<file path="src/rtl/mbox_pkg.sv">
package mbox_pkg;

    localparam int DATA_W = 32;

    // Byte offsets (both ports share the same layout of words)
    localparam logic [7:0] OFF_REQ_CMD   = 8'h00;
    localparam logic [7:0] OFF_REQ_PARAM = 8'h04;
    localparam logic [7:0] OFF_RSP_CMD   = 8'h08;
    localparam logic [7:0] OFF_RSP_PARAM = 8'h0C;
    localparam logic [7:0] OFF_STAT      = 8'h34;
    localparam logic [7:0] OFF_ENA       = 8'h38;
    localparam logic [7:0] OFF_ACK       = 8'h3C;

    // Ownership of the request command word
    localparam int DONE_BIT  = 31;
    localparam int REPLY_LSB = 16;
    localparam int REPLY_W   = 14;
    localparam logic [DATA_W-1:0] HOST_OWN_MASK = 32'h4000_FFFF;
    localparam logic [DATA_W-1:0] MCU_OWN_MASK  = 32'hBFFF_0000;

    typedef struct packed {
        logic req_cmd;
        logic req_param;
        logic ena;
        logic ack;
    } host_we_t;

    typedef struct packed {
        logic done;
        logic rsp_cmd;
        logic rsp_param;
    } mcu_we_t;

    function automatic logic [REPLY_W-1:0] reply_of(input logic [DATA_W-1:0] w);
        return w[REPLY_LSB +: REPLY_W];
    endfunction

endpackage

</file>
<file path="src/rtl/mbox_host_dec.sv">
module mbox_host_dec
    import mbox_pkg::*;
#(
    parameter int AW = 8
) (
    input  logic              sel,
    input  logic              wr,
    input  logic [AW-1:0]     addr,
    input  logic [DATA_W-1:0] req_cmd,
    input  logic [DATA_W-1:0] req_param,
    input  logic [DATA_W-1:0] rsp_cmd,
    input  logic [DATA_W-1:0] rsp_param,
    input  logic              stat,
    input  logic              ena,
    output host_we_t          we,
    output logic [DATA_W-1:0] rdata
);
    logic wr_act;
    assign wr_act = sel & wr;

    always_comb begin
        we           = '0;
        we.req_cmd   = wr_act && (addr == AW'(OFF_REQ_CMD));
        we.req_param = wr_act && (addr == AW'(OFF_REQ_PARAM));
        we.ena       = wr_act && (addr == AW'(OFF_ENA));
        we.ack       = wr_act && (addr == AW'(OFF_ACK));
    end

    always_comb begin
        rdata = '0;
        if (addr == AW'(OFF_REQ_CMD))        rdata = req_cmd;
        else if (addr == AW'(OFF_REQ_PARAM)) rdata = req_param;
        else if (addr == AW'(OFF_RSP_CMD))   rdata = rsp_cmd;
        else if (addr == AW'(OFF_RSP_PARAM)) rdata = rsp_param;
        else if (addr == AW'(OFF_STAT))      rdata = {{(DATA_W-1){1'b0}}, stat};
        else if (addr == AW'(OFF_ENA))       rdata = {{(DATA_W-1){1'b0}}, ena};
    end
endmodule

</file>
<file path="src/rtl/mbox_mcu_dec.sv">
module mbox_mcu_dec
    import mbox_pkg::*;
#(
    parameter int AW = 8
) (
    input  logic              sel,
    input  logic              wr,
    input  logic [AW-1:0]     addr,
    input  logic [DATA_W-1:0] req_cmd,
    input  logic [DATA_W-1:0] req_param,
    input  logic [DATA_W-1:0] rsp_cmd,
    input  logic [DATA_W-1:0] rsp_param,
    output mcu_we_t           we,
    output logic [DATA_W-1:0] rdata
);
    logic wr_act;
    assign wr_act = sel & wr;

    always_comb begin
        we           = '0;
        we.done      = wr_act && (addr == AW'(OFF_REQ_CMD));
        we.rsp_cmd   = wr_act && (addr == AW'(OFF_RSP_CMD));
        we.rsp_param = wr_act && (addr == AW'(OFF_RSP_PARAM));
    end

    always_comb begin
        rdata = '0;
        if (addr == AW'(OFF_REQ_CMD))        rdata = req_cmd;
        else if (addr == AW'(OFF_REQ_PARAM)) rdata = req_param;
        else if (addr == AW'(OFF_RSP_CMD))   rdata = rsp_cmd;
        else if (addr == AW'(OFF_RSP_PARAM)) rdata = rsp_param;
    end
endmodule

</file>
<file path="src/rtl/mbox_req_word.sv">
module mbox_req_word
    import mbox_pkg::*;
(
    input  logic              clk,
    input  logic              rst,
    input  logic              host_we,
    input  logic [DATA_W-1:0] host_wdata,
    input  logic              mcu_we,
    input  logic [DATA_W-1:0] mcu_wdata,
    output logic [DATA_W-1:0] word,
    output logic              strobe,
    output logic              pending
);
    always_ff @(posedge clk) begin
        if (rst) begin
            word    <= '0;
            strobe  <= 1'b0;
            pending <= 1'b0;
        end else if (host_we) begin
            word    <= host_wdata & HOST_OWN_MASK;
            strobe  <= 1'b1;
            pending <= 1'b1;
        end else begin
            strobe <= 1'b0;
            if (mcu_we) begin
                word <= (word & HOST_OWN_MASK) | (mcu_wdata & MCU_OWN_MASK);
                if (mcu_wdata[DONE_BIT]) pending <= 1'b0;
            end
        end
    end

    AST_HOST_CLEARS_DONE: assert property (@(posedge clk) disable iff (rst)
        host_we |=> (!word[DONE_BIT] && reply_of(word) == '0));
    AST_STROBE_WITH_PENDING: assert property (@(posedge clk) disable iff (rst)
        strobe |-> pending);
    AST_MCU_KEEPS_LOW: assert property (@(posedge clk) disable iff (rst)
        (mcu_we && !host_we) |=> (word[15:0] == $past(word[15:0])));
    AST_HOST_WINS: assert property (@(posedge clk) disable iff (rst)
        (host_we && mcu_we) |=> (pending && !word[DONE_BIT]));
endmodule

</file>
<file path="src/rtl/mbox_irq_ctl.sv">
module mbox_irq_ctl (
    input  logic clk,
    input  logic rst,
    input  logic set,
    input  logic ack_we,
    input  logic ack_bit,
    input  logic ena_we,
    input  logic ena_bit,
    output logic stat,
    output logic ena
);
    logic do_clear;
    assign do_clear = ack_we & ack_bit;

    always_ff @(posedge clk) begin
        if (rst) begin
            stat <= 1'b0;
            ena  <= 1'b0;
        end else begin
            if (set)           stat <= 1'b1;
            else if (do_clear) stat <= 1'b0;
            if (ena_we)        ena  <= ena_bit;
        end
    end

    AST_SET_WINS: assert property (@(posedge clk) disable iff (rst)
        set |=> stat);
    AST_STICKY: assert property (@(posedge clk) disable iff (rst)
        (stat && !do_clear) |=> stat);
endmodule

</file>
<file path="src/rtl/mbox_regs.sv">
module mbox_regs
    import mbox_pkg::*;
#(
    parameter int AW = 8
) (
    input  logic              clk,
    input  logic              rst,
    input  logic              h_sel,
    input  logic              h_wr,
    input  logic [AW-1:0]     h_addr,
    input  logic [DATA_W-1:0] h_wdata,
    output logic [DATA_W-1:0] h_rdata,
    input  logic              m_sel,
    input  logic              m_wr,
    input  logic [AW-1:0]     m_addr,
    input  logic [DATA_W-1:0] m_wdata,
    output logic [DATA_W-1:0] m_rdata,
    output logic              host_irq,
    output logic              mcu_cmd_strobe,
    output logic              mcu_cmd_pending
);
    host_we_t          hwe;
    mcu_we_t           mwe;
    logic [DATA_W-1:0] req_cmd, req_param, rsp_cmd, rsp_param;
    logic              stat, ena;

    mbox_host_dec #(.AW(AW)) u_hdec (
        .sel(h_sel), .wr(h_wr), .addr(h_addr),
        .req_cmd(req_cmd), .req_param(req_param),
        .rsp_cmd(rsp_cmd), .rsp_param(rsp_param),
        .stat(stat), .ena(ena), .we(hwe), .rdata(h_rdata)
    );

    mbox_mcu_dec #(.AW(AW)) u_mdec (
        .sel(m_sel), .wr(m_wr), .addr(m_addr),
        .req_cmd(req_cmd), .req_param(req_param),
        .rsp_cmd(rsp_cmd), .rsp_param(rsp_param),
        .we(mwe), .rdata(m_rdata)
    );

    mbox_req_word u_req (
        .clk(clk), .rst(rst),
        .host_we(hwe.req_cmd), .host_wdata(h_wdata),
        .mcu_we(mwe.done), .mcu_wdata(m_wdata),
        .word(req_cmd), .strobe(mcu_cmd_strobe), .pending(mcu_cmd_pending)
    );

    mbox_irq_ctl u_irq (
        .clk(clk), .rst(rst),
        .set(mwe.rsp_cmd),
        .ack_we(hwe.ack), .ack_bit(h_wdata[0]),
        .ena_we(hwe.ena), .ena_bit(h_wdata[0]),
        .stat(stat), .ena(ena)
    );

    always_ff @(posedge clk) begin
        if (rst) begin
            req_param <= '0;
            rsp_cmd   <= '0;
            rsp_param <= '0;
        end else begin
            if (hwe.req_param) req_param <= h_wdata;
            if (mwe.rsp_cmd)   rsp_cmd   <= m_wdata;
            if (mwe.rsp_param) rsp_param <= m_wdata;
        end
    end

    assign host_irq = stat & ena;

    AST_RSP_CMD_LOADS: assert property (@(posedge clk) disable iff (rst)
        (m_sel && m_wr && m_addr == AW'(OFF_RSP_CMD)) |=> (rsp_cmd == $past(m_wdata)));
    AST_IRQ_NEEDS_ENABLE: assert property (@(posedge clk) disable iff (rst)
        (h_sel && h_wr && h_addr == AW'(OFF_ENA) && !h_wdata[0]) |=> !host_irq);
endmodule

</file>
<file path="config.mk">
export PLATFORM = sky130hd
export DESIGN_NAME = mbox_regs
export DESIGN_NICKNAME = d
export VERILOG_FILES = /design/src/rtl/mbox_pkg.sv /design/src/rtl/mbox_host_dec.sv /design/src/rtl/mbox_mcu_dec.sv /design/src/rtl/mbox_req_word.sv /design/src/rtl/mbox_irq_ctl.sv /design/src/rtl/mbox_regs.sv
export SDC_FILE = /design/constraint.sdc
export NUM_CORES = 1
export LEC_CHECK = 0
export BUFFER_PORTS_ARGS = -buffer_cell sky130_fd_sc_hd__buf_2
export CORE_AREA = 10 10 143 106
export DETAILED_ROUTE_END_ITERATION = 10
export DIE_AREA = 0 0 153 116
export PLACE_DENSITY = 0.75
export SETUP_SLACK_MARGIN = 0.2
export SLEW_MARGIN = 20
export SYNTH_ARGS = -nofsm -noshare
export SYNTH_HDL_FRONTEND = slang
export SYNTH_SLANG_ARGS = --single-unit
</file>
<file path="constraint.sdc">
create_clock -name clk -period 2.7 [get_ports clk]
set_input_delay 0.54 -clock clk [delete_from_list [all_inputs] [get_ports clk]]
set_output_delay 0.54 -clock clk [all_outputs]
set_load 0.01 [all_outputs]
</file>
== Yosys cells after proc, flatten, opt, wreduce, memory -nomap -nowiden ==
Index checks and enable logic that the tools add are counted.
Operators by class
  reduce and logical (&&, ||, !) cells: 14
  bitwise gates (word level): 5
  equal/unequal tests: 9
  multiplexer cells: 18
Operators by type and width (number)
  $mux W32: 9
  $mux W31: 2
  $eq A8 B4 Y1 const B: 4
  $or A31 B32 Y32: 1
  $eq A8 B6 Y1 const B: 3
  $eq A8 B3 Y1 const B: 2
  $logic_not A8 Y1: 2
  $logic_and A1 B1 Y1: 7
  $mux W1: 7
  $reduce_bool A2 Y1: 3
  $and A1 B1 Y1: 4
  $reduce_and A2 Y1: 1
  $reduce_or A2 Y1: 1
Storage, ports and cells
  register bits: 132
  word-level logic and storage cells: 55

== Logic depth before layout (Yosys ltp) ==
Gate-level depths: netlist (run 1).
  depth after elaboration: 7
  mapped depth: 7
  gate-level depth less buffers: 4

== By module ==
From an unflattened synthesis (run 1), not the netlist that was laid out.
Unflattened totals
  cells, all modules: 691
  area, all modules: 7205.7 um^2
Modules (own cells, without submodules)
  mbox_regs: area each 3544.6 um^2, seq. area each 1921.8 um^2, cells each 312, times used 1
  mbox_host_dec: area each 1260.0 um^2, seq. area each 0.0 um^2, cells each 172, times used 1
  mbox_req_word: area each 1236.2 um^2, seq. area each 680.7 um^2, cells each 111, times used 1
  mbox_mcu_dec: area each 1088.5 um^2, seq. area each 0.0 um^2, cells each 89, times used 1
  mbox_irq_ctl: area each 76.3 um^2, seq. area each 40.0 um^2, cells each 7, times used 1

== Worst setup path after synthesis (run 1) ==
No wires, ideal clock.
  kind: input to output
  start point: input port m_addr[3]
  end point: output port m_rdata[22]
  required time: 2.160 ns
  slack: 0.240 ns
  arrival time: 1.920 ns
  stages on the path: 5
  cell sequence: buf_2 buf_2 clkbuf_1 mux4_2 and3_1
Between the ends
  word-level cells in the longest chain between the ends: 5
  elaborated cells between the ends (all ways): 8
  classes of those cells: 3 x eq/ne; 4 x mux; 1 x reduce/logical
Ends and longest elaborated chain
  start: declaration: RTL line mbox_regs.sv:15  | input logic [AW-1:0] m_addr,
  $eq A8 B4 Y1: RTL line mbox_mcu_dec.sv:31  | else if (addr == AW'(OFF_RSP_PARAM)) rdata = rsp_param;
  $mux W32: RTL line mbox_mcu_dec.sv:31
  $mux W32: RTL line mbox_mcu_dec.sv:30  | else if (addr == AW'(OFF_RSP_CMD)) rdata = rsp_cmd;
  $mux W32: RTL line mbox_mcu_dec.sv:29  | else if (addr == AW'(OFF_REQ_PARAM)) rdata = req_param;
  $mux W32 *: RTL line mbox_mcu_dec.sv:28  | if (addr == AW'(OFF_REQ_CMD)) rdata = req_cmd;
  end: declaration: RTL line mbox_regs.sv:17  | output logic [DATA_W-1:0] m_rdata,
Every way passes the cells marked *; elsewhere a longest branch is shown, timed or not.

== Final worst setup path (run 1) ==
  start point: input port h_addr[1]
  end point: output port h_rdata[26]
Between the ends
  word-level cells in the longest chain between the ends: 5
  elaborated cells between the ends (all ways): 8
  classes of those cells: 3 x eq/ne; 4 x mux; 1 x reduce/logical
Ends and longest elaborated chain
  start: declaration: RTL line mbox_regs.sv:10  | input logic [AW-1:0] h_addr,
  $eq A8 B4 Y1: RTL line mbox_host_dec.sv:34  | else if (addr == AW'(OFF_RSP_PARAM)) rdata = rsp_param;
  $mux W32: RTL line mbox_host_dec.sv:34
  $mux W32: RTL line mbox_host_dec.sv:33  | else if (addr == AW'(OFF_RSP_CMD)) rdata = rsp_cmd;
  $mux W32: RTL line mbox_host_dec.sv:32  | else if (addr == AW'(OFF_REQ_PARAM)) rdata = req_param;
  $mux W32 *: RTL line mbox_host_dec.sv:31  | if (addr == AW'(OFF_REQ_CMD)) rdata = req_cmd;
  end: declaration: RTL line mbox_regs.sv:12  | output logic [DATA_W-1:0] h_rdata,
Marks and branches as above.

==> flow_metrics.tcl, run 1 <==
set metrics [dict create \
    num-fill-cells 1008 \
    slew_headroom_pct 60.1 \
    drv_slew 0 \
    ys_types 37 \
    rsz0062_at_grt "true" \
    path_class "in -> out" \
    synth_top_area_share_pct 40.2 \
    setup_tns_ns 0 \
    path_max_fanout 13 \
    port_buffers 152 \
    ctsHtreeMaxLevel 4 \
    synth.area.top_cells "dfxtp_1 40%, nand2_1 13%, mux4_2 11%" \
    cts.sink_count 132 \
    worst_setup_path_start_kind "input pin" \
    clock_path_buffers 2 \
    outcome "complete, no violations" \
    cpPeakStageDelay_ns 0.57 \
    finalWirelength_um 23500 \
    num_io_pins 153 \
    hpwl_um 15400 \
    layout-drive-gt1-share_pct 28.5 \
    p_switching_w 0.00111 \
    critical-path-slowest-cell "or4_1" \
    pwr-share-seq_pct 39.5 \
    crit_chain "buf_2, or4_1, buf_4, o221ai_1, a21oi_1, buf_2" \
    grtUsageTotal_pct 25.2 \
    syn_nets 858 \
    cp-end-kind "output pin" \
    ir_drop_uv 442 \
    power_density_nw_per_um2 596 \
    grt_max_degree 53 \
    ys_warn_count 0 \
    tightest_slew_ns 0.599 \
    core-area_um2 12300 \
    hold_path_class "in -> reg" \
    syn_area_um2 6580 \
    yosysTopAreaCell "dfxtp_1" \
    max_freq_mhz 401 \
    synth_common_cells "226 x nand2_1, 132 x dfxtp_1, 99 x a21oi_1" \
    post_cts_buffers 0 \
    maxCapViolCount 0 \
    finalSetupViolations 0 \
    cp.required_ns 2.16 \
    syn_avg_cell_area_um2 8.52 \
    skew_ns 0 \
    fin_cells 1086 \
    area_delta_synth_final_pct 25.7 \
    cts_tree "built" \
    viasPerCell 6.21 \
    finalCritPeriodShare_pct 92.4 \
    crit_top_cell "buf_2" \
    place_congestion 0.864 \
    ys_ff_latch 132 \
    r2r_setup_slack_ns 1.97 \
    synth_edf_count 0 \
    die_h_um 116 \
    clk_latency_ns 0.42 \
    clockRootBuffer "clkbuf_16" \
    clk_pin_slew_ns 0.06 \
    fp-row-count 34 \
    cts_hold_buf 0 \
    drt_pre_antenna_iters 5 \
    vias 6749 \
    die_x_um 153 \
    power_frac_comb_pct 6.7 \
    grt_pass1_vias 6787 \
    grt_pass1_wl_um 36100 \
    power.share.switching_pct 22.5 \
    fin_crit_ns 2.49 \
    leakagePower_nw 3.72 \
    synth_top_flop_cell "dfxtp_1" \
    intPower_w 0.00383 \
    first_iter_violations 696 \
    wl_per_cell_um 21.6 \
    arrival_ns 1.95 \
    grt_remaining_overflow 0 \
    ys_seq_area_share_pct 40.2 \
    netlist_instances 772 \
    synth_most_common_cell "nand2_1" \
    numCtsBuffers 17 \
    antenna_found_initial 0 \
    drcViolationCount 0 \
    start_util_pct 53.7 \
    async_reset_ff_share_pct 0 \
    hold_viol_final 0 \
    antenna_left 0 \
    final_nets 996 \
    pwr-share-clk_pct 53.7 \
    placed_cells 1053 \
    fp.dieArea_um2 17700 \
]
[cells in the final DEF, fill, tap and decap left out, drive strengths merged]
master / Yosys / final
mux4: 32 / 32
nor2: 52 / 52
o2bb2ai: 1 / 1
and4: 2 / 2
clkinvlp: 0 / 3
and3: 32 / 32
nand2: 226 / 226
mux2i: 48 / 48
a31oi: 1 / 1
o221ai: 31 / 31
nor2b: 1 / 1
bufinv: 0 / 6
a22o: 17 / 17
diode: 0 / 1
a31o: 1 / 1
nand2b: 3 / 3
and2: 4 / 4
mux2: 1 / 1
clkbuf: 49 / 20
nand3: 2 / 2
clkinv: 0 / 4
nor4b: 2 / 2
nand4: 4 / 4
o21ai: 1 / 1
nor4: 2 / 2
buf: 20 / 187
a21oi: 99 / 99
o21a: 1 / 1
dfxtp: 132 / 132
nor4bb: 1 / 1
inv: 2 / 2
nor3: 1 / 1
or4: 2 / 2
o32ai: 1 / 1
o41ai: 1 / 1
[through the flow]
step           total power (W)  hold WS [ns]  area, µm²  util, %  worst slack, ns
3_3_place_gp           0.00231         0.449       7570     61.8            0.208
4_1_cts                0.00493         0.342       8250     67.4            0.207
3_5_place_dp           0.00231         0.461       7570     61.8            0.196
2_1_floorplan          0.00215         0.438       6580        -            0.240
5_1_grt                0.00505         0.350       8270     67.5            0.182
6_report               0.00493         0.350       8270     67.5            0.205
[registers in the layout, indices dropped and copies added, names as in the netlist]
register,flops
u_req.pending,1
u_irq.stat,1
u_req.strobe,1
rsp_cmd,32
u_req.word,32
req_param,32
rsp_param,32
u_irq.ena,1
[cell type report]
| type | count | area, µm² | share of cell area [%] |
|---|---|---|---|
| Clock inverter | 13 | 230 | 2.78 |
| Timing Repair Buffer | 188 | 1090 | 13.2 |
| Multi-Input combinational cell | 569 | 3650 | 44.1 |
| Antenna cell | 1 | 2.50 | 0.0303 |
| Clock buffer | 19 | 443 | 5.35 |
| Inverter | 2 | 7.51 | 0.0908 |
| Tap cell | 162 | 203 | 2.45 |
| Sequential cell | 132 | 2640 | 31.9 |
[final timing paths]
path,cells past startpoint,to,from
max,6,h_rdata[26],h_addr[1]
min,2,u_req.word[1],h_wdata[1]
max reg2reg,2,rsp_param[11],rsp_param[11]
min reg2reg,2,rsp_param[14],rsp_param[14]
[logic make-up after synthesis]
group,count (synthesis),synth area share [%]
buffers and inverters,71,4.73
and+or+nand+nor,334,21.9
DFF,132,40.2
muxes,81,18.4
AOI/OAI and AO/OA,154,14.7
[repair_timing]
action                     4_1_cts  5_1_grt
hold endpoints to repair         0        0
resized for setup                2        4
pin swaps                        0        0
setup endpoints to repair        2       32
[per-layer routing]
metal  global-route usage (%)  share of wire (%)  routed length [µm]
met4                     9.89                1.8                 427
met3                     6.59                 11                2660
met1                     30.6                 39                9070
met2                     42.6                 48               11300
met5                        0                  0                   0
[power by group through the flow]
stage | registers [W] | logic (W) | clock network [W]
5_1_grt | 0.00195 | 0.000349 | 0.00275
4_1_cts | 0.00195 | 0.000322 | 0.00266
3_3_place_gp | 0.00199 | 0.000315 | 0
3_5_place_dp | 0.00199 | 0.000319 | 0
6_report | 0.00195 | 0.000332 | 0.00265
2_1_floorplan | 0.00199 | 0.000160 | 0
[critical path, delay by kind of cell]
family	cells	cell delay, ns
compound gates	2	0.34
buf+inv	3	0.50
simple gates	1	0.57
Note: power is estimated with default switching activity, not from simulation.
==> run 2: changes to the inputs <==
==> constraint.sdc (replaced) <==
create_clock -name clk -period 2.7 [get_ports clk]
set_input_delay 0.405 -clock clk [delete_from_list [all_inputs] [get_ports clk]]
set_output_delay 0.405 -clock clk [all_outputs]
set_load 0.01 [all_outputs]
==> run 2 against run 1 <==
Compared with the run above:
- cell area down 2.6%
- critical endpoint is now h_rdata[9]
- sequential share of layout area increased by 0.87 points
- non-clock buffer count shrank 8
- total power shrank 10%
- flip-flop and latch count is the same
- global-route usage fell by 0.075 points
- utilization is 1.8 points lower
- wire length fell by 0.23%
==> flow_metrics.tcl, run 2 (synthesized netlist as in run 1, its figures left out) <==
set metrics [dict create \
    antenna_left 0 \
    max_freq_mhz 416 \
    num_io_pins 153 \
    maxCapViolCount 0 \
    fp.dieArea_um2 17700 \
    cts_tree "built" \
    setup_tns_ns 0 \
    hpwl_um 15500 \
    place_congestion 0.891 \
    min_to "u_req.word[3]" \
    start_util_pct 53.7 \
    drv_slew 0 \
    layout-drive-gt1-share_pct 27.2 \
    power_density_nw_per_um2 550 \
    antenna_found_initial 1 \
    area_delta_synth_final_pct 22.4 \
    clock_path_buffers 2 \
    grt_use_met1_pct 30.0 \
    finalSetupViolations 0 \
    path_class "in -> out" \
    r2r_setup_slack_ns 1.98 \
    wl_per_cell_um 21.7 \
    drt_pre_antenna_iters 6 \
    finalCritPeriodShare_pct 88.9 \
    rsz0062_at_grt "false" \
    power.total_w 0.00443 \
    hold_viol_final 0 \
    crit_chain "buf_2, inv_2, or4_1, buf_6, o221ai_1, a21oi_1, buf_2" \
    ir_drop_uv 444 \
    critical-path-slowest-cell "or4_1" \
    worst_setup_path_start_kind "input pin" \
    top_usage_layer "met2" \
    tightest_slew_ns 0.809 \
    clk_pin_slew_ns 0.06 \
    crit_buf_inv 4 \
    final_common_cell "nand2_1" \
    grt_remaining_overflow 0 \
    core-area_um2 12300 \
    multi_input_area_um2 3640 \
    skew_ns 0 \
    first_iter_violations 653 \
    cts.sink_count 132 \
    cpPeakStageDelay_ns 0.44 \
    fin_crit_ns 2.40 \
    min_path_cells 2 \
    seq_area_um2 2640 \
    grt_use_met2_pct 42.5 \
    grtUsageTotal_pct 25.2 \
    slew_headroom_pct 46.1 \
    post_cts_buffers 0 \
    r2r.worst_path.cells 2 \
    numCtsBuffers 17 \
    worstReg2RegEnd "req_param[8]" \
    cts_hold_buf 0 \
    die_x_um 153 \
    cp-end-kind "output pin" \
    num-fill-cells 1032 \
    worst_hold_startpoint "h_wdata[3]" \
    outcome "complete, no violations" \
    hold_path_class "in -> reg" \
    fp-row-count 34 \
    finalWirelength_um 23400 \
    vias 6699 \
    clockRootBuffer "clkbuf_16" \
    port_buffers 152 \
    path_max_fanout 31 \
    grt_max_degree 66 \
    met3_usage_pct 6.81 \
    grt_pass1_wl_um 36100 \
    leakagePower_nw 3.63 \
    drcViolationCount 0 \
    path_depth 7 \
    final_nets 989 \
    n_antenna_cell 0 \
    cp.required_ns 2.30 \
    final_cell_mix "226 x nand2_1, 150 x buf_2, 132 x dfxtp_1" \
    arrival_ns 2.00 \
    r2r_start "req_param[8]" \
    clk_latency_ns 0.41 \
    ctsHtreeMaxLevel 4 \
    die_h_um 116 \
    crit_top_cell "buf_2" \
    crit_family "buffers and inverters" \
    grt_pass1_vias 6905 \
    viasPerCell 6.23 \
]
## run 2: cell count changes in the layout (fill, tap and decap cells not counted), sizes merged
cell,before,now
clkbuf,20,28
diode,1,0
buf,187,179
nand2b,3,4
clkinvlp,3,1
bufinv,6,0
clkinv,4,2
## run 2: area by class of cell
| type | count | area share [%] |
|---|---|---|
| multi-input combinational | 570 | 45.3 |
| sequential | 132 | 32.8 |
| clock inverter | 3 | 0.218 |
| tap | 162 | 2.52 |
| clock buffer | 27 | 6.62 |
| inverter | 2 | 0.0932 |
| timing repair buffer | 180 | 12.5 |
## run 2: layer usage
layer  vias up  wire, µm
met1      3194      9250
met4         2       624
li1       2981         -
met5         -        13
met2       455     11000
met3        67      2500
## run 2: report_power, final
group / total [W] / internal [W] / leakage, nW / switching, W
sequential: 0.00195 / 0.00195 / 1.06 / 0.00000114
combinational: 0.000321 / 0.000115 / 2.29 / 0.000206
clock: 0.00216 / 0.00133 / 0.271 / 0.000826
## run 2: through the flow
stage / hold WS [ns] / utilization, % / std cells / cell area, µm² / worst slack [ns]
2_1_floorplan: 0.438 / - / 772 / 6580 / 0.510
3_3_place_gp: 0.449 / 61.1 / 1045 / 7490 / 0.276
3_5_place_dp: 0.461 / 61.1 / 1045 / 7490 / 0.238
4_1_cts: 0.213 / 65.6 / 1075 / 8040 / 0.239
5_1_grt: 0.221 / 65.7 / 1076 / 8050 / 0.230
6_report: 0.219 / 65.7 / 1076 / 8050 / 0.299
## run 2: repair_timing
item                                    4_1_cts  5_1_grt
endpoints found under the setup margin        0       12
endpoints found under the hold margin         0        0
gates resized for setup                       0        2
## run 2: worst max-delay path by stage
stage	start	to	slack, ns
after floorplan	m_addr[3]	m_rdata[22]	0.51
after global placement	h_addr[1]	h_rdata[24]	0.28
after detailed placement	h_addr[1]	u_req.word[1]	0.24
after CTS	m_addr[2]	m_rdata[14]	0.24
after global routing	h_addr[2]	h_rdata[1]	0.23
final	h_addr[2]	h_rdata[9]	0.30
==> run 3: changes to the inputs <==
Settings changed: ABC_AREA from default to 1, CORE_AREA 10 10 143 106 to 10 10 142 105, DIE_AREA 0 0 153 116 to 0 0 152 115.
==> run 3 against run 2 <==
Compared with the run above:
- clock power grew 8%
- flip-flop and latch count is the same
- synthesized cell count grew 29%
- wire length shrank 0.54%
- cell area shrank 1.6%
- critical endpoint is now h_rdata[3]
- combinational power shrank 38%
==> flow_metrics.tcl, run 3 <==
set metrics [dict create \
    syn_avg_cell_area_um2 6.50 \
    leakagePower_nw 3.45 \
    cts_tree "built" \
    vias 7404 \
    drv_slew 0 \
    placed_cells 1268 \
    ir_drop_uv 456 \
    r2r_setup_slack_ns 1.94 \
    power.total_w 0.00449 \
    ys_ff_latch 132 \
    place_congestion 0.894 \
    fin_cells 1299 \
    ys_warn_count 0 \
    met3_usage_pct 8.21 \
    fp-row-count 34 \
    hold_path_class "in -> reg" \
    skew_ns 0 \
    antenna_left 0 \
    worst_setup_path_start_kind "input pin" \
    rsz0062_at_grt "false" \
    setup_tns_ns 0 \
    async_reset_ff_share_pct 0 \
    synth_top_area_share_pct 40.8 \
    cpPeakStageDelay_ns 0.38 \
    grt_max_degree 49 \
    cts_hold_buf 0 \
    final_common_cell "nand2_1" \
    port_buffers 152 \
    clock_path_buffers 2 \
    final_nets 1211 \
    syn_area_um2 6480 \
    cts.sink_count 132 \
    max_freq_mhz 465 \
    path_max_fanout 31 \
    num_io_pins 153 \
    power_density_nw_per_um2 567 \
    numCtsBuffers 17 \
    seq_area_um2 2640 \
    die_h_um 115 \
    synth.area.top_cells "dfxtp_1 41%, nand2_1 19%, nor2_1 8.1%" \
    drt_pre_antenna_iters 6 \
    grtUsageTotal_pct 26.0 \
    arrival_ns 1.74 \
    top_usage_layer "met2" \
    crit_family "buffers and inverters" \
    grt_pass1_wl_um 37400 \
    synth_edf_count 0 \
    n_antenna_cell 0 \
    grt_use_met2_pct 39.2 \
    synth_top_flop_cell "dfxtp_1" \
    antenna_found_initial 0 \
    grt_use_met1_pct 34.8 \
    grt_pass1_vias 7121 \
    ctsResizeCount 0 \
    grt_remaining_overflow 0 \
    die_x_um 152 \
    hold_viol_final 0 \
    ys_types 23 \
    crit_buf_inv 5 \
    drcViolationCount 0 \
    netlist_instances 996 \
    critical-path-slowest-cell "buf_4" \
    fin_crit_ns 2.15 \
    finalWirelength_um 23300 \
    cp-end-kind "output pin" \
    outcome "complete, no violations" \
    start_util_pct 53.2 \
    wl_per_cell_um 17.9 \
    slew_headroom_pct 27.6 \
    final_cell_mix "326 x nand2_1, 152 x buf_2, 138 x nor2_1" \
    maxCapViolCount 0 \
    hpwl_um 15100 \
    timing.final.ws_setup_ns 0.551 \
    crit_top_cell "nand2_1" \
    ys_seq_area_share_pct 40.8 \
    num-fill-cells 1186 \
    clk_pin_slew_ns 0.06 \
    tightest_slew_ns 1.08 \
    synth_common_cells "326 x nand2_1, 139 x nor2_1, 132 x dfxtp_1" \
    yosysTopAreaCell "dfxtp_1" \
    area_delta_synth_final_pct 22.3 \
    place_ws_ns 0.494 \
    clockRootBuffer "clkbuf_16" \
    ctsHtreeMaxLevel 4 \
    synth_most_common_cell "nand2_1" \
    first_iter_violations 895 \
    finalSetupViolations 0 \
    syn_nets 1082 \
    post_cts_buffers 0 \
    layout-drive-gt1-share_pct 20.3 \
    finalCritPeriodShare_pct 79.6 \
    crit_chain "buf_2, inv_2, nand2_1, nor2_4, nand2_1, inv_1, buf_4, nand2_1, nand4_1, buf_2" \
    core-area_um2 12200 \
    multi_input_area_um2 3380 \
    cp.required_ns 2.30 \
    path_class "in -> out" \
    clk_latency_ns 0.42 \
    viasPerCell 5.70 \
    fp.dieArea_um2 17500 \
]
-- run 3: cell count changes in the layout (fill, tap and decap cells not counted), sizes merged, moves of 10 or more --
cell | before | now
nand4 | 4 | 67
nor2 | 52 | 145
o21ai | 1 | 97
nand3 | 2 | 70
a21oi | 99 | 49
mux4 | 32 | 0
and3 | 32 | 0
a22o | 17 | 0
inv | 2 | 33
clkbuf | 28 | 18
nand2 | 226 | 330
o221ai | 31 | 0
mux2i | 48 | 0
-- run 3: cell type report --
| type | instances | share of cell area [%] |
|---|---|---|
| clock buffer | 18 | 5.42 |
| tap | 162 | 2.56 |
| clock inverter | 13 | 2.04 |
| inverter | 33 | 1.56 |
| sequential | 132 | 33.3 |
| timing repair buffer | 179 | 12.5 |
| multi-input combinational | 762 | 42.6 |
-- run 3: layer usage --
| metal | share of wire, % | vias up |
|---|---|---|
| li1 | - | 3529 |
| met1 | 43 | 3309 |
| met2 | 42 | 512 |
| met5 | 0 | - |
| met3 | 13 | 54 |
| met4 | 1.7 | 0 |
-- run 3: cells by family (layout without fill, tap and decap cells) --
family,after synthesis,count (layout),synth area share [%]
AOI/OAI and AO/OA,148,148,11.5
DFF,132,132,40.8
buffers and inverters,102,243,7.28
and+or+nand+nor,614,614,40.4
-- run 3: power by group --
group	switching, W	leakage (nW)	total [W]	internal (W)
registers	0.00000151	1.06	0.00195	0.00195
clock network	0.000897	0.278	0.00234	0.00144
logic	0.000132	2.11	0.000199	0.0000673
-- run 3: worst reg2reg max path: cells and delay by family, from the launching register on --
family	cells	cell delay, ns
and+or+nand+nor	1	0.13
AOI/OAI and AO/OA	1	0.12
DFF	1	0.43
-- run 3: final timing paths --
path                               startpoint             to  cells after the start
worst max-delay path                h_addr[7]     h_rdata[3]                     10
worst min-delay path               h_wdata[8]  u_req.word[8]                      3
worst max register to register  req_param[27]  req_param[27]                      2
worst min register to register  u_req.pending  u_req.pending                      2
-- run 3: stage by stage --
stage | hold slack, ns | area [µm²] | utilization (%)
final | 0.186 | 7930 | 65.1
after global routing | 0.183 | 7930 | 65.1
after CTS | 0.174 | 7930 | 65.1
after detailed placement | 0.466 | 7330 | 60.3
after global placement | 0.455 | 7330 | 60.3
after floorplan | 0.452 | 6480 | -
